File: src/rtl/stepper_pkg.sv
package stepper_pkg;
  localparam int Q_FINE = 16;
  localparam int POS_N  = 4 * Q_FINE;
  localparam int POS_W  = $clog2(POS_N);
  localparam int R_W    = POS_W - 1;
  localparam int MAG_W  = 7;

  typedef enum logic [1:0] {
    MODE_FULL = 2'b00,
    MODE_HALF = 2'b01,
    MODE_M16  = 2'b10,
    MODE_M8   = 2'b11
  } mode_e;

  // quarter-wave cosine magnitude, m = 0..Q_FINE
  function automatic logic [MAG_W-1:0] quarter_mag(input logic [R_W-1:0] m);
    case (m)
      5'd0, 5'd1: quarter_mag = 7'd100;
      5'd2:  quarter_mag = 7'd98;
      5'd3:  quarter_mag = 7'd96;
      5'd4:  quarter_mag = 7'd92;
      5'd5:  quarter_mag = 7'd88;
      5'd6:  quarter_mag = 7'd83;
      5'd7:  quarter_mag = 7'd77;
      5'd8:  quarter_mag = 7'd71;
      5'd9:  quarter_mag = 7'd63;
      5'd10: quarter_mag = 7'd56;
      5'd11: quarter_mag = 7'd47;
      5'd12: quarter_mag = 7'd38;
      5'd13: quarter_mag = 7'd29;
      5'd14: quarter_mag = 7'd20;
      5'd15: quarter_mag = 7'd10;
      default: quarter_mag = 7'd0;
    endcase
  endfunction

  function automatic logic [POS_W-1:0] mode_stride(input mode_e md);
    case (md)
      MODE_FULL: mode_stride = POS_W'(Q_FINE);
      MODE_HALF: mode_stride = POS_W'(Q_FINE / 2);
      MODE_M8:   mode_stride = POS_W'(2);
      default:   mode_stride = POS_W'(1);
    endcase
  endfunction

  function automatic logic [POS_W-1:0] home_pos(input mode_e md);
    home_pos = (md == MODE_FULL) ? POS_W'(POS_N - Q_FINE / 2) : '0;
  endfunction

  function automatic logic [MAG_W-1:0] torque_pct(input logic [1:0] tq);
    case (tq)
      2'b00:   torque_pct = 7'd100;
      2'b01:   torque_pct = 7'd75;
      2'b10:   torque_pct = 7'd50;
      default: torque_pct = 7'd20;
    endcase
  endfunction
endpackage

File: src/rtl/step_edge.sv
module step_edge #(
  parameter int STAGES = 2
) (
  input  logic clk_i,
  input  logic rst_ni,
  input  logic step_i,
  output logic rise_o
);
  logic [STAGES:0] sh_q;

  for (genvar g = 0; g <= STAGES; g++) begin : g_stage
    always_ff @(posedge clk_i or negedge rst_ni) begin
      if (!rst_ni) sh_q[g] <= 1'b0;
      else if (g == 0) sh_q[g] <= step_i;
      else sh_q[g] <= sh_q[(g == 0) ? 0 : g-1];
    end
  end

  assign rise_o = sh_q[STAGES-1] & ~sh_q[STAGES];

  p_one_pulse_r11: assert property (@(posedge clk_i) disable iff (!rst_ni)
    rise_o |=> !rise_o);
endmodule

File: src/rtl/step_counter.sv
module step_counter
  import stepper_pkg::*;
(
  input  logic             clk_i,
  input  logic             rst_ni,
  input  logic             home_ni,
  input  logic             dir_i,
  input  logic [1:0]       mode_i,
  input  logic             rise_i,
  output logic [POS_W-1:0] pos_o
);
  mode_e            md;
  logic [POS_W-1:0] stride;

  assign md     = mode_e'(mode_i);
  assign stride = mode_stride(md);

  always_ff @(posedge clk_i or negedge rst_ni) begin
    if (!rst_ni)      pos_o <= '0;
    else if (!home_ni) pos_o <= home_pos(md);
    else if (rise_i)   pos_o <= dir_i ? pos_o - stride : pos_o + stride;
  end

  p_idle_stable_r11: assert property (@(posedge clk_i) disable iff (!rst_ni)
    home_ni && !rise_i |=> $stable(pos_o));
endmodule

File: src/rtl/wave_lookup.sv
module wave_lookup
  import stepper_pkg::*;
#(
  parameter int OFFSET = 0
) (
  input  logic [POS_W-1:0] pos_i,
  input  logic [1:0]       mode_i,
  output logic [MAG_W-1:0] mag_o,
  output logic             neg_o
);
  logic [POS_W-1:0] p;
  logic [R_W-1:0]   r, m;

  assign p = pos_i - POS_W'(OFFSET);
  assign r = p[R_W-1:0];
  // fold the half period onto one quarter
  assign m = (r <= R_W'(Q_FINE)) ? r : R_W'(0) - r;
  assign neg_o = (p > POS_W'(Q_FINE)) && (p < POS_W'(3 * Q_FINE));

  always_comb begin
    case (mode_e'(mode_i))
      MODE_FULL: mag_o = (m == R_W'(Q_FINE)) ? '0 : 7'd100;
      MODE_M16:  mag_o = quarter_mag(m);
      default:   mag_o = quarter_mag({m[R_W-1:1], 1'b0});
    endcase
    p_mag_range_r2: assert (mag_o <= 7'd100);
  end
endmodule

File: src/rtl/torque_scale.sv
module torque_scale
  import stepper_pkg::*;
#(
  parameter int SET_W = 8
) (
  input  logic [MAG_W-1:0]        mag_i,
  input  logic                    neg_i,
  input  logic [1:0]              torque_i,
  output logic signed [SET_W-1:0] set_o
);
  localparam int PROD_W = 2 * MAG_W;

  logic [PROD_W-1:0]       prod;
  logic [MAG_W-1:0]        q;
  logic signed [SET_W-1:0] q_s;

  assign prod = PROD_W'(mag_i) * PROD_W'(torque_pct(torque_i));
  assign q    = MAG_W'(prod / PROD_W'(100));
  assign q_s  = $signed({{(SET_W-MAG_W){1'b0}}, q});
  assign set_o = neg_i ? -q_s : q_s;
endmodule

File: src/rtl/stepper_seq.sv
module stepper_seq
  import stepper_pkg::*;
#(
  parameter int SET_W       = 8,
  parameter int SYNC_STAGES = 2
) (
  input  logic                    clk_i,
  input  logic                    rst_ni,
  input  logic                    step_i,
  input  logic                    dir_i,
  input  logic [1:0]              mode_i,
  input  logic [1:0]              torque_i,
  input  logic                    home_ni,
  input  logic                    enable_i,
  output logic signed [SET_W-1:0] set_a_o,
  output logic signed [SET_W-1:0] set_b_o,
  output logic                    at_home_o,
  output logic                    drive_en_o
);
  localparam int N_PH = 2;

  logic                    step_rise;
  logic [POS_W-1:0]        pos;
  logic signed [SET_W-1:0] set_nx [N_PH];

  step_edge #(.STAGES(SYNC_STAGES)) u_edge (
    .clk_i  (clk_i),
    .rst_ni (rst_ni),
    .step_i (step_i),
    .rise_o (step_rise)
  );

  step_counter u_cnt (
    .clk_i   (clk_i),
    .rst_ni  (rst_ni),
    .home_ni (home_ni),
    .dir_i   (dir_i),
    .mode_i  (mode_i),
    .rise_i  (step_rise),
    .pos_o   (pos)
  );

  // phase g trails phase A by g quarter waves
  for (genvar g = 0; g < N_PH; g++) begin : g_phase
    logic [MAG_W-1:0] mag;
    logic             neg;

    wave_lookup #(.OFFSET(g * Q_FINE)) u_lut (
      .pos_i  (pos),
      .mode_i (mode_i),
      .mag_o  (mag),
      .neg_o  (neg)
    );

    torque_scale #(.SET_W(SET_W)) u_tq (
      .mag_i    (mag),
      .neg_i    (neg),
      .torque_i (torque_i),
      .set_o    (set_nx[g])
    );
  end

  always_ff @(posedge clk_i or negedge rst_ni) begin
    if (!rst_ni) begin
      set_a_o    <= '0;
      set_b_o    <= '0;
      at_home_o  <= 1'b0;
      drive_en_o <= 1'b0;
    end else begin
      set_a_o    <= enable_i ? set_nx[0] : '0;
      set_b_o    <= enable_i ? set_nx[1] : '0;
      at_home_o  <= (pos == home_pos(mode_e'(mode_i)));
      drive_en_o <= enable_i;
    end
  end

  // checker: consecutive cycles with home held low
  logic [1:0] home_age_q;
  always_ff @(posedge clk_i or negedge rst_ni) begin
    if (!rst_ni)            home_age_q <= '0;
    else if (home_ni)       home_age_q <= '0;
    else if (home_age_q != 2'd3) home_age_q <= home_age_q + 2'd1;
  end

  p_gate_r8: assert property (@(posedge clk_i) disable iff (!rst_ni)
    !enable_i |=> (set_a_o == '0 && set_b_o == '0 && !drive_en_o));

  p_home_flag_r4: assert property (@(posedge clk_i) disable iff (!rst_ni)
    !home_ni && home_age_q != 2'd0 && $stable(mode_i) |=> at_home_o);
endmodule

File: config.mk
export PLATFORM = sky130hd
export DESIGN_NAME = stepper_seq
export DESIGN_NICKNAME = d
export VERILOG_FILES = /design/src/rtl/stepper_pkg.sv /design/src/rtl/step_edge.sv /design/src/rtl/step_counter.sv /design/src/rtl/wave_lookup.sv /design/src/rtl/torque_scale.sv /design/src/rtl/stepper_seq.sv
export SDC_FILE = /design/constraint.sdc
export NUM_CORES = 1
export LEC_CHECK = 0
export ABC_AREA = 1
export BUFFER_PORTS_ARGS = -buffer_cell sky130_fd_sc_hd__clkbuf_2
export CAP_MARGIN = 20
export CORE_MARGIN = 2
export CORE_UTILIZATION = 60
export CTS_CLUSTER_DIAMETER = 120
export DETAILED_ROUTE_END_ITERATION = 8
export PLACE_DENSITY = 0.78
export SETUP_SLACK_MARGIN = 0.05
export SKIP_CTS_REPAIR_TIMING = 1
export SYNTH_ARGS = -nofsm -noshare
export SYNTH_HDL_FRONTEND = slang
export SYNTH_SLANG_ARGS = --single-unit
File: constraint.sdc
create_clock -name clk_i -period 15.95 [get_ports clk_i]
set_input_delay 0.7975 -clock clk_i [delete_from_list [all_inputs] [get_ports clk_i]]
set_output_delay 0.7975 -clock clk_i [all_outputs]
set_load 0.02 [all_outputs]
* Yosys cells after proc, flatten, opt, wreduce, memory -nomap -nowiden *
Memories as Yosys holds them, arrays and structs flattened.
Index checks and enable logic that the tools add are counted.

cells by class
  $mul = 2
  equality and inequality tests = 9
  $add $sub $neg = 7
  mux-type cells = 20
  $lt $le $gt $ge = 6
  bitwise logic cells = 2
  reduce and logical (&&, ||, !) cells = 4
  div/mod/pow operators = 2

operators with widths
  operator                                                                count
  7-bit 2-to-1 mux                                                        6
  8-bit 2-to-1 mux                                                        4
  14-bit by 7-bit divider with 14-bit output (second input constant)      2
  7-bit by 7-bit multiplier with 14-bit output                            2
  7-bit case mux with 2 select lines                                      2
  6-bit 2-to-1 mux                                                        4
  7-bit case mux with 3 select lines                                      1
  7-bit negator with 8-bit output                                         2
  5-bit case mux with 3 select lines                                      1
  6-bit by 5-bit > comparator with 1-bit output (second input constant)   2
  6-bit < comparator (second input constant)                              2
  5-bit equality test (second input constant)                             2
  5-bit less-or-equal comparator (second input constant)                  2
  5-bit 2-to-1 mux                                                        2
  1-bit by 5-bit subtractor with 5-bit output (first input constant)      2
  6-bit by 5-bit adder with 6-bit output                                  1
  2-bit equality test (second input constant)                             3
  6-bit equality test                                                     1
  6-bit by 5-bit subtractor with 6-bit output                             1
  6-bit by 5-bit subtractor with 6-bit output (second input constant)     1
  2-bit by 1-bit equality test with 1-bit output (second input constant)  2
  2-bit logical NOT                                                       2
  1-bit logical AND                                                       2
  2-bit by 1-bit != test with 1-bit output (second input constant)        1
  other kinds (2)                                                         2

word-level totals
  memories = 4
  bits in read-only memories = 448
  output and inout bits = 18
  register bits after elaboration = 27

memory list
  name              words  bits a word  read ports  clocked after memory_dff  wr ports  RTL line           text
  (name not given)  16     7            1           0                         0         stepper_pkg.sv:17  case (m)
  (name not given)  16     7            1           0                         0         stepper_pkg.sv:17
  (name not given)  16     7            1           0                         0         stepper_pkg.sv:17
  (name not given)  16     7            1           0                         0         stepper_pkg.sv:17

* Logic depth before layout (Yosys ltp) *
Gate-level depths: netlist (run 1).

  depth after elaboration = 11
  depth in mapped cells = 77
  gate-level depth less buffers = 76

* Cells and area by module *
Synthesis (run 1) repeated with hierarchy kept, for this count alone.

unflattened totals
  cell total of the unflattened synthesis = 1371
  area, all modules = 8562.0 um^2

modules (own cells, without submodules)
  module                           cells an instance  instances  sequential area each (um^2)  area an instance (um^2)
  torque_scale                     516                2          0.0                          3150.5
  stepper_seq                      65                 1          450.4                        664.4
  wave_lookup at g_phase[0].u_lut  101                1          0.0                          528.0
  step_counter                     72                 1          150.1                        506.7
  wave_lookup at g_phase[1].u_lut  96                 1          0.0                          476.7
  step_edge                        5                  1          75.1                         85.1

* Worst setup path before layout (run 1) *
Ideal clock, no wire load.

  path kind = register -> register
  start point = reg u_cnt.pos_o[0]
  end point = reg set_a_o[6]
  path buffers = 0
  arrival = 9161 ps
  stages on the path, launching flop included = 64
  slack = 6712 ps
  setup time = 77 ps
  cell sequence = dfrtp_1 > inv_1 > ha_1 > o21ai_0 > inv_1 > ha_1 > o21ai_0 > inv_1 > o21ai_0 > nand3_1 > nand2_1 > nand2_1 > inv_1 > nand2_1 > fa_1 > fa_1 > inv_1 > fa_1 > [28 not listed] > nand3_1 > nand4_2 > nand2_2 > nand2_4 > nand2_2 > nand4_2 > nand2_1 > nand2_2 > nand2_1 > nand3_1 > a31oi_1 > ha_1 > inv_1 > nor2_1 > nand3_1 > o31ai_1 > o21ai_0 > a21oi_1

on the way
  word-level cells in the longest chain between the ends = 10
  elaborated cells on any way between the ends = 18

RTL lines
  element                                                                                               RTL line                              text
  start: declaration                                                                                    step_counter.sv:10                    output logic [POS_W-1:0] pos_o
  start signal: assignment                                                                              step_counter.sv:20                    else if (!home_ni) pos_o <= home_pos(md);
  start signal: assignment                                                                              step_counter.sv:21                    else if (rise_i) pos_o <= dir_i ? pos_o - stride : pos_o + stride;
  1-bit by 5-bit subtractor with 5-bit output / 5-bit less-or-equal comparator (equally long branches)  wave_lookup.sv:17                     assign m = (r <= R_W'(Q_FINE)) ? r : R_W'(0) - r;
  5-bit 2-to-1 mux                                                                                      wave_lookup.sv:17
  memory read 16 x 7 bit / 5-bit equality test (equally long branches)                                  n/a
  7-bit 2-to-1 mux, on equally long branches                                                            stepper_pkg.sv:17, wave_lookup.sv:22
  7-bit case mux with 2 select lines                                                                    wave_lookup.sv:21                     case (mode_e'(mode_i))
  7-bit by 7-bit multiplier with 14-bit output                                                          torque_scale.sv:17                    assign prod = PROD_W'(mag_i) * PROD_W'(torque_pct(torque_i));
  14-bit by 7-bit divider with 14-bit output                                                            torque_scale.sv:18                    assign q = MAG_W'(prod / PROD_W'(100));
  7-bit negator with 8-bit output                                                                       torque_scale.sv:20                    assign set_o = neg_i ? -q_s : q_s;
  8-bit 2-to-1 mux *                                                                                    torque_scale.sv:20
  8-bit 2-to-1 mux *                                                                                    stepper_seq.sv:70                     set_a_o <= enable_i ? set_nx[0] : '0;
  end signal: assignment                                                                                stepper_seq.sv:70
  end: declaration                                                                                      stepper_seq.sv:15                     output logic signed [SET_W-1:0] set_a_o,

Mark *: on every way between the ends. The rest lies on a longest branch, timed or not.
A chain may end at the register's enable or synchronous reset.

* Worst setup path after layout (run 1) *
Same ends and word-level chain as after synthesis.

==> summary.md, run 1 <==
| Metric | Value |
|---|---|
| Status | `finished, final reports clean` |
| Placed insts | `1393` |
| Mapped Cells | `approximately 1200` |
| Port bufs | `27` |
| Critical path capture point type | `flop` |
| Synth Register Bits | `27` |
| Core ar. | `~0.012 mm^2` |
| Detail Route Antenna Nets | `0` |
| Hold depth | `0` |
| DIE AREA | `0.0136 mm^2` |
| Synthesized cell area | `0.00759 mm^2` |
| Max Slew Vio Count | `0` |
| DR vias/cell | `5.24` |
| Vias in the first global route | `6978` |
| Antenna violations before repair | `0` |
| DR pass1 iterations | `5` |
| CTS Buf Count | `3` |
| # diodes | `0` |
| First-pass GRT wire length | `30300 um` |
| Post-synthesis cell type count | `44` |
| Final WS setup | `5.20 ns` |
| Sum Neg Setup Slack | `0 ns` |
| Syn_area_per_cell | `6.32 um^2` |
| Worst R2R End | `set_a_o[6]` |
| Max Cap Viol | `0` |
| Met3 usage | `3.01%` |
| Die Ht | `between 100 and 150 um` |
| CP max stage cell | `fa_1` |
| Post-synthesis sequential area ratio | `8.90%` |
| Maximum clock rate | `93.0 MHz` |
| Die width | `117 um` |
| Max H-tree Level | `1` |
| Critical path's top delay family | `simple AND/OR/NAND/NOR gates` |
| Via count | `7325` |
| RSZ-0062 raised after global routing | `no` |
| Syn_nets | `1343` |
| Final min period | `10.75 ns` |
| Clk_skew | `0.00660 ns` |
| Tcrit/Tclk final | `67.4%` |
| Met1 GRT Util | `35.7%` |
| Initial Util | `60.9%` |
| Actual slew at the worst max-slew pin | `0.820 ns` |
| GP Congestion | `0.881` |
| Post-synth EDFFs | `0` |
| Yosys warning total | `0` |
| Worst-path clk slew | `0.08 ns` |
| Share of layout cells above drive strength 1 | `10.4%` |
| Pre-CTS setup slack | `~5.3 ns` |
| GRT busiest layer | `met2` |
| GRT overflow | `0` |
| Critical Path Most Common Cell | `nand2_1` |
| Worst-Skew Late Latency | `around 0.28 ns` |
| Max incr delay on CP | `~0.54 ns` |
| CP max FO | `9` |
| Commonest register cell after synthesis | `dfrtp_1` |
| Routed wire length per instance | `~12 um` |
| Row count | `41` |
| GRT Overall Usage | `between 20 and 30%` |
| CP required | `16.16 ns` |
| Worst slew margin | `45.4%` |
| TritonCTS Sinks | `27` |
| Clk buf depth | `2` |
| Detail Placement HPWL | `roughly 14000 um` |
| IO Count | `28` |
| CTS tree | `built` |
| Hold Vio Cnt, Final | `0` |
| Worst Hold Endpoint | `u_edge.sh_q[1]` |
| Worst Hold Class | `reg2reg` |
| CTS root buf | `clkbuf_16` |
| R2r setup slk | `5.20 ns` |
| Final wirelength | `17100 um` |
| Met2 GRT Util | `48.1%` |
| Area growth, synth to finish | `5.26%` |
| Worst Hold Launch | `u_edge.sh_q[0]` |
| Fin nets | `1367` |
| Largest net degree at the start of global routing | `28` |
| Final setup fails | `0` |
| Data arrival time of the worst path | `10.96 ns` |
| CP Class | `reg2reg` |
| DRT iter0 DRCs | `445` |
| Cells on worst reg2reg path | `62` |
| Fillers | `approximately 1200` |
| DRC viols | `0` |
| Post-synth ARST share | `100%` |
| Worst r2r src | `u_cnt.pos_o[0]` |
| Non-filler cells, final | `1397` |
| Startpoint Class | `flop` |
| WP buf/inv | `7` |
[cell type report]
cell class	instances	area [um^2]	area share [%]
Clock buffer	3	75.1	0.939
Clock inverter	1	8.76	0.110
Inverter	247	927	11.6
Multi-Input combinational cell	919	5950	74.4
Sequential cell	27	676	8.45
Tap cell	172	215	2.69
Timing Repair Buffer	28	143	1.78
[metrics by stage]
stage | util (%) | instance area [um^2] | hold slack, ns
3_5_place_dp | 63.4 | 7910 | 0.343
5_1_grt | 64.1 | 7990 | 0.364
3_3_place_gp | 63.4 | 7910 | 0.333
6_report | 64.1 | 7990 | 0.359
2_1_floorplan | - | 7590 | 0.331
4_1_cts | 64.1 | 7990 | 0.360
[worst max path at each step]
stage	start	slack, ns	endpoint	depth (start not counted)
after floorplan	u_cnt.pos_o[0]	6.71	set_a_o[6]	63
after global placement	u_cnt.pos_o[0]	5.42	set_a_o[6]	64
after detailed placement	u_cnt.pos_o[0]	5.29	set_a_o[6]	62
after CTS	u_cnt.pos_o[0]	5.28	set_a_o[6]	62
after global routing	u_cnt.pos_o[0]	3.99	set_a_o[6]	66
final	u_cnt.pos_o[0]	5.20	set_a_o[6]	62
[sequential cells by signal (all words and copies together), names as in the netlist]
name         flops
set_a_o          8
at_home_o        1
drive_en_o       1
u_cnt.pos_o      6
u_edge.sh_q      3
set_b_o          8
[cell families after synthesis]
kind of cell / count (synthesis) / synth area share, %
fa+ha+maj: 131 / 26.4
buf+inv: 256 / 12.8
xor+xnor: 19 / 2.19
flops: 27 / 8.90
simple gates: 631 / 38.9
compound gates: 138 / 10.8
[Yosys cell counts (all sizes together), types with 2 or more instances]
| cell | n | area [um^2] |
|---|---|---|
| a31oi | 4 | 25.0 |
| o221ai | 3 | 26.3 |
| nor4 | 2 | 18.8 |
| o21ai | 56 | 280 |
| ha | 82 | 1030 |
| nor2 | 142 | 561 |
| nand2 | 339 | 1430 |
| nand3b | 7 | 52.6 |
| nor3 | 5 | 25.0 |
| xor2 | 12 | 105 |
| o22ai | 3 | 18.8 |
| o31ai | 5 | 37.5 |
| o21a | 4 | 30.0 |
| fa | 49 | 981 |
| a21oi | 46 | 253 |
| clkbuf | 7 | 26.3 |
| inv | 243 | 912 |
| o211ai | 11 | 82.6 |
| or2 | 3 | 18.8 |
| clkinv | 4 | 15.0 |
| xnor2 | 7 | 61.3 |
| nand3 | 102 | 593 |
| buf | 2 | 16.3 |
| and3 | 2 | 12.5 |
| o21bai | 3 | 33.8 |
| dfrtp | 27 | 676 |
| nand4 | 29 | 246 |
[cell usage in the layout, fill, tap and decap left out, types with 2 or more instances in the layout]
cell / n
a21oi_1: 40
a21oi_2: 6
a31oi_1: 4
and3_1: 2
clkbuf_16: 3
clkbuf_2: 27
clkinv_1: 4
dfrtp_1: 27
fa_1: 49
ha_1: 82
inv_1: 232
inv_2: 11
nand2_1: 297
nand2_2: 32
nand2_4: 10
nand3_1: 90
nand3_2: 9
nand3_4: 3
nand3b_1: 7
nand4_1: 20
nand4_2: 8
nor2_1: 133
nor2_2: 8
nor3_1: 5
o211ai_1: 11
o21a_1: 4
o21ai_0: 47
o21ai_1: 9
o21bai_1: 2
o221ai_1: 3
o22ai_1: 3
o31ai_1: 5
or2_2: 3
xnor2_1: 7
xor2_1: 12
[worst register-to-register path, delay by kind of cell (launching register included)]
| kind | cells | cell delay (ns) |
|---|---|---|
| adders and majority gates | 7 | 2.97 |
| and+or+nand+nor | 39 | 4.41 |
| DFF | 1 | 0.51 |
| buffers and inverters | 7 | 0.85 |
| AOI/OAI and AO/OA | 9 | 1.95 |
[metal layers]
| layer | wire (um) | vias up |
|---|---|---|
| li1 | - | 3848 |
| met1 | 8140 | 3300 |
| met2 | 7990 | 156 |
| met3 | 750 | 21 |
| met4 | 257 | 0 |
| met5 | 0 | - |
Power of run 1 is left out: the tool's default activity adds up to more than one toggle a clock period on the data nets, which glitch-free logic cannot reach.
==> run 2: changes to the inputs <==
--- a/config.mk
+++ b/config.mk
@@ -9,10 +9,10 @@
 export BUFFER_PORTS_ARGS = -buffer_cell sky130_fd_sc_hd__clkbuf_2
 export CAP_MARGIN = 20
 export CORE_MARGIN = 2
-export CORE_UTILIZATION = 60
+export CORE_UTILIZATION = 59
 export CTS_CLUSTER_DIAMETER = 120
 export DETAILED_ROUTE_END_ITERATION = 8
-export PLACE_DENSITY = 0.78
+export PLACE_DENSITY = 0.8
 export SETUP_SLACK_MARGIN = 0.05
 export SKIP_CTS_REPAIR_TIMING = 1
 export SYNTH_ARGS = -nofsm -noshare
==> constraint.sdc (replaced) <==
create_clock -name clk_i -period 9 [get_ports clk_i]
set_input_delay 0.45 -clock clk_i [delete_from_list [all_inputs] [get_ports clk_i]]
set_output_delay 0.45 -clock clk_i [all_outputs]
set_load 0.02 [all_outputs]
==> run 2 against run 1 <==
Compared with the run above:
- the run now ends with setup timing left
- final area up 34%
- first-iteration DRC count up 140%
- global-route usage up 0.66 points
- worst hold slack worse by 0.12 ns
- setup slack worse by 6.1 ns
- die area up 1.6%
- cell count up 13%
- fmax up 8.4%
- via count up 27%
- clock-buffer cell count unchanged
- sequential cell count unchanged
==> summary.md, run 2 (same netlist as run 1, synthesis figures left out) <==
| Metric | Value |
|---|---|
| GP Congestion | `0.961` |
| Final WS setup | `-0.920 ns` |
| Die Ht | `117 um` |
| Area growth, synth to finish | `40.7%` |
| CTS root buf | `clkbuf_16` |
| RSZ-0062 raised after global routing | `yes` |
| Commonest non-fill, non-tap cell in the layout | `nand2_1` |
| Critical Path Most Common Cell | `nand2_4` |
| DRT iter0 DRCs | `1066` |
| Worst Hold Class | `in2async` |
| Max Slew Vio Count | `0` |
| Max H-tree Level | `1` |
| GRT overflow | `0` |
| Largest net degree at the start of global routing | `28` |
| Port bufs | `27` |
| Final setup fails | `16` |
| CTS Buf Count | `3` |
| Vias in the first global route | `between 7000 and 8000` |
| Dpl cell area | `0.00903 mm^2` |
| Detail Placement HPWL | `between 15000 and 20000 um` |
| Final Cell Area | `0.0107 mm^2` |
| IO Count | `28` |
| Clk buf depth | `2` |
| TritonCTS Sinks | `27` |
| Failing checks | `setup timing` |
| Detail Route Antenna Nets | `0` |
| Startpoint Class | `flop` |
| Worst-Skew Late Latency | `between 0.2 and 0.3 ns` |
| Worst slew margin | `about half` |
| Via count | `9284` |
| CP max FO | `7` |
| Sum Neg Setup Slack | `-6.83 ns` |
| Largest registers | `set_a_o: 8 flops, set_b_o: 8 flops, u_cnt.pos_o: 6 flops` |
| Most frequent cells in the layout | `nand2_1, inv_1, buf_4` |
| CP Class | `reg2reg` |
| Routed wire length per instance | `16.8 um` |
| CTS tree | `built` |
| Actual slew at the worst max-slew pin | `0.767 ns` |
| DRC viols | `0` |
| First-pass GRT wire length | `roughly 33000 um` |
| Data arrival time of the worst path | `10.11 ns` |
| Seq. cell area | `a little under 700 um^2` |
| Row count | `41` |
| Antenna violations before repair | `0` |
| Metal2 WL | `13700 um` |
| Maximum clock rate | `101 MHz` |
| Final wirelength | `roughly 27000 um` |
| Met3 WL | `1950 um` |
| CP max stage cell | `fa_1` |
| Worst-path clk slew | `approximately 0.070 ns` |
| Final min period | `9.92 ns` |
| Area of the multi-input gates | `0.00716 mm^2` |
| Fillers | `a little under 700` |
| Status | `finished, violations left` |
| Share of layout cells above drive strength 1 | `38.4%` |
| Core ar. | `0.0126 mm^2` |
| Worst Setup SP | `u_cnt.pos_o[1]` |
| DR pass1 iterations | `7` |
| Top metal layer carrying routed signals | `met4` |
| Hold Vio Cnt, Final | `0` |
| Worst r2r src | `u_cnt.pos_o[1]` |
| Initial Util | `between 60 and 70%` |
| Tcrit/Tclk final | `110%` |
| Max Cap Viol | `0` |
| CP required | `about 9.2 ns` |
| # diodes | `0` |
| DR vias/cell | `5.86` |
| M1 WL | `9500 um` |
| GRT Overall Usage | `27.8%` |
| DIE AREA | `around 0.014 mm^2` |
| Critical path capture point type | `flop` |
| Die width | `117 um` |
| Max incr delay on CP | `0.56 ns` |
| Fin nets | `1555` |
| Clk_skew | `a little under 0.01 ns` |
-- run 2: changes by cell type in the layout (fill, tap and decap cells not counted), sizes merged --
cell / delta
buf: +188
-- run 2: metal layers --
metal,up-vias,global-route usage [%]
met3,168,2.53
met5,-,0
met1,4327,34.9
met2,555,52.0
met4,0,5.35
li1,4234,-
-- run 2: final cells by class --
class                   count  share of cell area (%)
multi-input cells         919                    67.0
repair buffers            216                    15.1
flip-flops and latches     27                    6.33
well taps                 172                    2.01
clock buffers               3                   0.703
inverters                 247                    8.79
clock inverters             1                  0.0820
-- run 2: worst max-delay path, delay by kind of cell, from the launching register on --
family / cells / cell delay (ns)
flip-flops: 1 / 0.44
AND/OR/NAND/NOR: 35 / 3.95
XOR/XNOR: 1 / 0.17
adder cells (fa/ha/maj): 6 / 2.36
buffers and inverters: 17 / 1.82
AO/OA/AOI/OAI: 6 / 1.07
-- run 2: through the flow --
| step | utilization (%) | hold WS, ns | setup slack, ns | instances |
|---|---|---|---|---|
| after floorplan | - | 0.154 | 0.0673 | 1202 |
| after global placement | 71.8 | 0.338 | -0.338 | 1540 |
| after detailed placement | 71.8 | 0.350 | -0.641 | 1540 |
| after CTS | 72.5 | 0.236 | -0.668 | 1544 |
| after global routing | 85.0 | 0.288 | -1.31 | 1585 |
| final | 85.0 | 0.236 | -0.920 | 1585 |
-- run 2: worst paths after layout --
path                             endpoint  slack [ns]  cells after the start
max                            set_b_o[6]       -0.92                     65
max reg2reg                    set_b_o[6]       -0.92                     65
min reg2reg                u_edge.sh_q[1]        0.37                      0
min in group clk_i         u_edge.sh_q[0]        0.29                      1
max in group asynchronous  u_cnt.pos_o[0]        8.24                      1
min                        u_cnt.pos_o[4]        0.24                      1
Power of run 2 is left out for the same reason.
